## config.mk

```make
export PLATFORM = sky130hd
export DESIGN_NAME = mux_flash_front
export DESIGN_NICKNAME = d
export VERILOG_FILES = /design/src/rtl/mxf_pkg.sv /design/src/rtl/mxf_addr_cap.sv /design/src/rtl/mxf_blk_dec.sv /design/src/rtl/mxf_ctrl.sv /design/src/rtl/mux_flash_front.sv
export SDC_FILE = /design/constraint.sdc
export NUM_CORES = 1
export LEC_CHECK = 0
export CAP_MARGIN = 40
export CORE_MARGIN = 2
export CORE_UTILIZATION = 61
export CTS_CLUSTER_SIZE = 40
export DETAILED_ROUTE_END_ITERATION = 8
export PLACE_DENSITY = 0.81
export SLEW_MARGIN = 20
export SYNTH_ARGS = -nofsm -noshare
export SYNTH_HDL_FRONTEND = slang
export SYNTH_SLANG_ARGS = --single-unit
```

## constraint.sdc

```tcl
create_clock -name clk -period 3.4 [get_ports clk]
set_input_delay 0.68 -clock clk [delete_from_list [all_inputs] [get_ports clk]]
set_output_delay 0.68 -clock clk [all_outputs]
set_load 0.1 [all_outputs]
```

## src/rtl/mxf_pkg.sv

```systemverilog
package mxf_pkg;
    typedef enum logic [1:0] {
        ST_READ  = 2'd0,
        ST_PDATA = 2'd1,
        ST_BUSY  = 2'd2,
        ST_SUSP  = 2'd3
    } mxf_state_e;

    localparam logic [7:0] CMD_PROG   = 8'h40;
    localparam logic [7:0] CMD_ERASE  = 8'h20;
    localparam logic [7:0] CMD_SUSP   = 8'hB0;
    localparam logic [7:0] CMD_RESUME = 8'hD0;
    localparam logic [7:0] CMD_CLR    = 8'h50;

    localparam int SB_READY = 7;
    localparam int SB_SUSP  = 6;
    localparam int SB_PROT  = 4;
    localparam int SB_VPP   = 3;
endpackage

```

## src/rtl/mxf_addr_cap.sv

```systemverilog
module mxf_addr_cap #(
    parameter int ROW_W = 11,
    parameter int COL_W = 9,
    localparam int AW = ROW_W + COL_W
) (
    input  logic             clk,
    input  logic             rst_n,
    input  logic [ROW_W-1:0] pins,
    input  logic             rc,
    output logic [AW-1:0]    addr
);
    typedef struct packed {
        logic             rc;
        logic [ROW_W-1:0] row;
        logic [COL_W-1:0] col;
    } cap_t;

    cap_t cap_d, cap_q;

    always_comb begin
        cap_d    = cap_q;
        cap_d.rc = rc;
        if (cap_q.rc && !rc) cap_d.row = pins;
        if (!cap_q.rc && rc) cap_d.col = pins[COL_W-1:0];
    end

    always_ff @(posedge clk or negedge rst_n) begin
        if (!rst_n) cap_q <= '{rc: 1'b1, row: '0, col: '0};
        else        cap_q <= cap_d;
    end

    assign addr = {cap_q.col, cap_q.row};
endmodule

```

## src/rtl/mxf_blk_dec.sv

```systemverilog
module mxf_blk_dec #(
    parameter int AW    = 20,
    parameter int BLK_W = 4
) (
    input  logic [AW-1:0]    addr,
    output logic [BLK_W-1:0] blk,
    output logic             is_top
);
    assign blk    = addr[AW-1 -: BLK_W];
    assign is_top = &blk;
endmodule

```

## src/rtl/mxf_ctrl.sv

```systemverilog
module mxf_ctrl
    import mxf_pkg::*;
#(
    parameter int AW        = 20,
    parameter int ARR_AW    = 4,
    parameter int PROG_CYC  = 8,
    parameter int ERASE_CYC = 40,
    localparam int DEPTH = 1 << ARR_AW,
    localparam int CW    = $clog2(ERASE_CYC + 1)
) (
    input  logic          clk,
    input  logic          rst_n,
    input  logic [AW-1:0] addr,
    input  logic          is_top,
    input  logic          we,
    input  logic [7:0]    din,
    input  logic          oe,
    input  logic          wp_en,
    input  logic          vpp_ok,
    output logic [7:0]    dout,
    output logic          ready,
    output logic [7:0]    status,
    output logic [CW-1:0] cnt,
    output logic          suspended
);
    typedef struct packed {
        mxf_state_e              st;
        logic                    erase;
        logic [ARR_AW-1:0]       op_idx;
        logic [7:0]              op_data;
        logic [CW-1:0]           cnt;
        logic                    err_prot;
        logic                    err_vpp;
        logic [DEPTH-1:0][7:0]   mem;
    } ctl_t;

    ctl_t r_d, r_q;

    always_comb begin
        r_d = r_q;
        unique case (r_q.st)
            ST_READ: if (we) begin
                if (din == CMD_PROG) r_d.st = ST_PDATA;
                else if (din == CMD_CLR) begin
                    r_d.err_prot = 1'b0;
                    r_d.err_vpp  = 1'b0;
                end else if (din == CMD_ERASE) begin
                    if (!vpp_ok)               r_d.err_vpp  = 1'b1;
                    else if (wp_en && !is_top) r_d.err_prot = 1'b1;
                    else begin
                        r_d.st    = ST_BUSY;
                        r_d.erase = 1'b1;
                        r_d.cnt   = CW'(ERASE_CYC - 1);
                    end
                end
            end
            ST_PDATA: if (we) begin
                r_d.st = ST_READ;
                if (!vpp_ok)               r_d.err_vpp  = 1'b1;
                else if (wp_en && !is_top) r_d.err_prot = 1'b1;
                else begin
                    r_d.st      = ST_BUSY;
                    r_d.erase   = 1'b0;
                    r_d.op_idx  = addr[ARR_AW-1:0];
                    r_d.op_data = din;
                    r_d.cnt     = CW'(PROG_CYC - 1);
                end
            end
            ST_BUSY: begin
                if (we && din == CMD_SUSP) r_d.st = ST_SUSP;
                else if (r_q.cnt == '0) begin
                    r_d.st = ST_READ;
                    if (r_q.erase) begin
                        for (int i = 0; i < DEPTH; i++) r_d.mem[i] = 8'hFF;
                    end else begin
                        r_d.mem[r_q.op_idx] = r_q.mem[r_q.op_idx] & r_q.op_data;
                    end
                end else r_d.cnt = r_q.cnt - 1'b1;
            end
            ST_SUSP: if (we && din == CMD_RESUME) r_d.st = ST_BUSY;
            default: r_d.st = ST_READ;
        endcase
    end

    always_ff @(posedge clk or negedge rst_n) begin
        if (!rst_n) begin
            r_q.st       <= ST_READ;
            r_q.erase    <= 1'b0;
            r_q.op_idx   <= '0;
            r_q.op_data  <= '0;
            r_q.cnt      <= '0;
            r_q.err_prot <= 1'b0;
            r_q.err_vpp  <= 1'b0;
            for (int i = 0; i < DEPTH; i++) r_q.mem[i] <= 8'hFF;
        end else begin
            r_q <= r_d;
        end
    end

    assign ready     = (r_q.st != ST_BUSY);
    assign suspended = (r_q.st == ST_SUSP);
    assign cnt       = r_q.cnt;
    assign dout      = oe ? r_q.mem[addr[ARR_AW-1:0]] : 8'h00;

    always_comb begin
        status           = 8'h00;
        status[SB_READY] = ready;
        status[SB_SUSP]  = suspended;
        status[SB_PROT]  = r_q.err_prot;
        status[SB_VPP]   = r_q.err_vpp;
    end
endmodule

```

## src/rtl/mux_flash_front.sv

```systemverilog
module mux_flash_front #(
    parameter int ROW_W     = 11,
    parameter int COL_W     = 9,
    parameter int BLK_W     = 4,
    parameter int ARR_AW    = 4,
    parameter int PROG_CYC  = 8,
    parameter int ERASE_CYC = 40
) (
    input  logic             clk,
    input  logic             rst_n,
    input  logic [ROW_W-1:0] addr_pins,
    input  logic             rc_sel,
    input  logic             wr_en,
    input  logic             rd_en,
    input  logic [7:0]       din,
    output logic [7:0]       dout,
    input  logic             wp_en,
    input  logic             vpp_ok,
    output logic             ready,
    output logic [7:0]       status
);
    localparam int AW    = ROW_W + COL_W;
    localparam int CNT_W = $clog2(ERASE_CYC + 1);

    logic [AW-1:0]    full_addr;
    logic [BLK_W-1:0] blk;
    logic             is_top;
    logic [CNT_W-1:0] cnt;
    logic             suspended;

    mxf_addr_cap #(.ROW_W(ROW_W), .COL_W(COL_W)) i_cap (
        .clk(clk), .rst_n(rst_n), .pins(addr_pins), .rc(rc_sel), .addr(full_addr)
    );

    mxf_blk_dec #(.AW(AW), .BLK_W(BLK_W)) i_dec (
        .addr(full_addr), .blk(blk), .is_top(is_top)
    );

    mxf_ctrl #(.AW(AW), .ARR_AW(ARR_AW), .PROG_CYC(PROG_CYC), .ERASE_CYC(ERASE_CYC)) i_ctrl (
        .clk(clk), .rst_n(rst_n), .addr(full_addr), .is_top(is_top),
        .we(wr_en), .din(din), .oe(rd_en), .wp_en(wp_en), .vpp_ok(vpp_ok),
        .dout(dout), .ready(ready), .status(status), .cnt(cnt), .suspended(suspended)
    );
endmodule

```

==> run summary <==
The sum of negative setup slack came out at 0 ns. The setup violation total in the final timing report came out at 0. The warning count from the yosys run is 0. The number of top-level design ports came out at 43. In this run the number of H-tree levels came out at 4. The floorplan row count came out at 45. In the final design database the tool counted 859 nets. The proportion of netlist area held by the largest area contributor is 36.2%. The post-synthesis register bit count came out at 160. In this run the post-CTS setup repair buffer count came out at 0. After detailed routing, the average wire length per cell comes to 23.0 um. Entering global routing, the biggest net connects 92 pins. The filler cells instantiated in the layout total 1056. Cells with a size suffix above 1 make up 44.7% of the layout.

Setup repair after global routing left no endpoint under its margin. Summed over all layers, the global routing overflow is 0. The critical path class is flop to primary output. After routing the design area is 10500 um2. The number of max-slew violations in the final report is 0.

Static timing analysis puts the maximum clock frequency at 307 MHz. Synthesis produced 808 cells. The critical path arrival is 2.57 ns. The number of antenna violations at the first check in global routing was 0. For this run, the leading register cell type out of synthesis is sky130_fd_sc_hd__dfstp_2. The dominant cell type by area after synthesis is sky130_fd_sc_hd__dfstp_2. The number of global-route vias before repair is 6924. Counting along the longest clock path gives a buffer depth of 2. Input and output buffers added on the ports amount to 35.

The final worst-path cycle share is 95.7%. Summed over all nets, the half-perimeter wirelength after detailed placement is 15400 um. The distinct cell type count of the synthesized netlist is 56. The area enclosed by the die boundary is 16400 um2. After layout, the design draws a total of 7800 uW. The total via count after detailed routing is 6881. The flow ran to the end, and the final reports show no timing, DRC or antenna violations.

At the pin with the least slew margin, the transition time is 0.881 ns. The count of clock tree sinks is 160. The cell type group with the largest total delay on the critical path is multiplexers. The number of iterations in the first detailed-routing pass is 5.

The floorplan step set the die width to 128 um. Clock tree synthesis selected as its root buffer the cell sky130_fd_sc_hd__clkbuf_16. The final estimated routing congestion in global placement came out at 0.882. The total wire length after detailed routing came out at 23700 um. The mean area per synthesized cell is 11.6 um2. Counting flops with a built-in enable in the synthesized netlist gives 0.

The worst-case clock skew is 0.00976 ns. The count of inserted antenna diode cells is 0. The starting density of the core is 62.1%. After synthesis the cells add up to 9370 um2. Hold repair after CTS inserted 0 buffers. Global routing used 30.5% of the available tracks across all layers. The clock transition at the register clock pins on the worst setup and hold paths after CTS came out at 0.06 ns. The number of hold violations in the final report came to 0. The standard cell with the maximum stage delay on the critical path is sky130_fd_sc_hd__mux4_2. Walking the worst path, the cells encountered are buf_12, mux4_2, mux4_2, and2_1, buf_12.

The post-cts sizing count came out at 0. The stage delay of the slowest cell on the critical path is 0.58 ns. The sequential cell area fraction in the yosys report is 44.4%.

The detailed router's first-iteration violation count came out at 571. In the routed layout, each cell is associated on average with a via count of 6.70. The cell leakage power came out at 0.00387 uW. The tightest min-delay check is of the primary input to asynchronous set/reset pin type.

TritonCTS built the clock tree. The smallest clock period supported by the final layout is computed as 3.25 ns. Counting both buffers and inverters, the worst setup path holds a total of 2.

The count of nets left with antenna violations once routing finished came out at 0. The cell area after placement is 9820 um2. The area overhead of the layout relative to synthesis came out at 11.5%. The first-pass GRT wire length came out at 37400 um.

The critical path data required time came out at 2.72 ns. After detailed routing, the number of remaining DRC violations is 0. Across the run, the number of max-cap violations was 0. After synthesis, the share of flip-flops with an asynchronous set or reset is 100%. The core area came out at 15100 um2. The element type at the critical path end is a primary output. The power per standard cell area is 747 nW/um2. Measured against its own limit, the worst slew margin works out to 41.3%.

The total clock buffers created by CTS came out at 17. The overall die height is 128 um. By area the synthesized netlist is led by sky130_fd_sc_hd__dfstp_2, sky130_fd_sc_hd__mux4_2, sky130_fd_sc_hd__dfrtp_1. The largest vdd supply drop came out at 609 uV.

Of all nets on the critical path, the largest fanout is 34. The worst setup path is launched from a flop. The clock latency on the worst-skew pair came out at 0.43 ns.
[cell usage in the layout (no fill, tap or decap), types with 24 or more instances in the layout]
cell type and instances:
sky130_fd_sc_hd__nor2_1 155, sky130_fd_sc_hd__dfstp_2 129, sky130_fd_sc_hd__a21oi_1 71, sky130_fd_sc_hd__a21oi_2 70, sky130_fd_sc_hd__mux4_2 53, sky130_fd_sc_hd__mux2i_1 41, sky130_fd_sc_hd__buf_4 31, sky130_fd_sc_hd__dfrtp_1 29
sky130_fd_sc_hd__mux2_2 24
[power by group]
part           internal [uW]  switching [uW]  leakage (uW)
Sequential              2710             446       0.00174
Clock                   1030             805      0.000274
Combinational           1210            1610       0.00186
Total                   4950            2860       0.00387
[worst register-to-register path: stages, from the launching register on]
cell and delay [ns]:
sky130_fd_sc_hd__dfrtp_1 0.78, sky130_fd_sc_hd__buf_4 0.39, sky130_fd_sc_hd__mux4_2 0.55, sky130_fd_sc_hd__mux2i_1 0.24
sky130_fd_sc_hd__nor2_1 0.11, sky130_fd_sc_hd__a311oi_4 0.26, sky130_fd_sc_hd__buf_4 0.30, sky130_fd_sc_hd__a21oi_1 0.11
[sequential cells by signal (all words and copies together) (netlist names)]
signal         count
i_cap.cap_q        1
i_ctrl.status      2
i_cap.addr         8
i_ctrl.r_q       143
i_ctrl.cnt         6
[per-stage QoR]
step / util (%) / cells / setup WS [ns] / hold WS, ns
6_report: 69.3 / 1027 / 0.147 / 0.106
5_1_grt: 69.3 / 1027 / 0.0430 / 0.107
4_1_cts: 68.9 / 1024 / 0.122 / 0.361
3_5_place_dp: 65.1 / 992 / 0.466 / 0.498
3_3_place_gp: 65.1 / 992 / 0.543 / 0.490
2_1_floorplan: - / 811 / 0.313 / 0.384
[logic make-up (layout without fill, tap and decap cells)]
group | after synthesis | after routing | synth area share, %
muxes | 121 | 121 | 20.8
buffers and inverters | 83 | 111 | 5.49
other | 1 | 4 | 0.0400
adders and majority gates | 7 | 7 | 0.935
DFF | 160 | 160 | 44.4
and+or+nand+nor | 231 | 231 | 11.0
AOI/OAI and AO/OA | 205 | 205 | 17.3
[final timing paths]
path,from,end,slack [ns],cells after the start
setup / recovery,i_cap.addr[0]$_DFFE_PN0P_,dout[3],0.15,5
hold / removal,rst_n,i_ctrl.cnt[2]$_DFFE_PN0P_,0.11,1
setup reg to reg,i_ctrl.r_q[144]$_DFFE_PN0P_,i_ctrl.r_q[22]$_DFFE_PN1P_,0.55,7
hold reg to reg,i_ctrl.r_q[35]$_DFFE_PN1P_,i_ctrl.r_q[35]$_DFFE_PN1P_,0.51,2
max in group asynchronous,rst_n,i_ctrl.r_q[124]$_DFFE_PN1P_,2.26,3
min in group clk,i_ctrl.r_q[35]$_DFFE_PN1P_,i_ctrl.r_q[35]$_DFFE_PN1P_,0.51,2
[per-layer routing]
metal	vias to the layer above	track usage [%]	wire length, um
li1	2959	-	-
met3	62	7.10	1970
met1	3490	39.1	9200
met5	-	0	0
met4	0	13.4	774
met2	370	49.9	11700
[cell type report]
class / instances / area [um2] / area share (%)
Multi-Input combinational cell: 568 / 4720 / 45.1
Inverter: 13 / 48.8 / 0.467
Sequential cell: 160 / 4170 / 39.9
Clock inverter: 14 / 131 / 1.26
Timing Repair Buffer: 66 / 712 / 6.81
Clock buffer: 18 / 439 / 4.20
Tap cell: 188 / 235 / 2.25
[cell usage after synthesis (all sizes together), types with 5 or more instances]
| library cell | number |
|---|---|
| o211a | 11 |
| a311oi | 8 |
| nand2 | 21 |
| a21oi | 141 |
| dfstp | 129 |
| and2 | 10 |
| nand2b | 12 |
| buf | 53 |
| ha | 7 |
| mux2i | 41 |
| and3 | 8 |
| inv | 13 |
| nor2 | 156 |
| o31ai | 7 |
| dfrtp | 31 |
| mux2 | 24 |
| o21ai | 12 |
| a22oi | 9 |
| mux4 | 56 |
| nor2b | 5 |
| clkbuf | 17 |
Note: power is estimated with default switching activity, not from simulation.
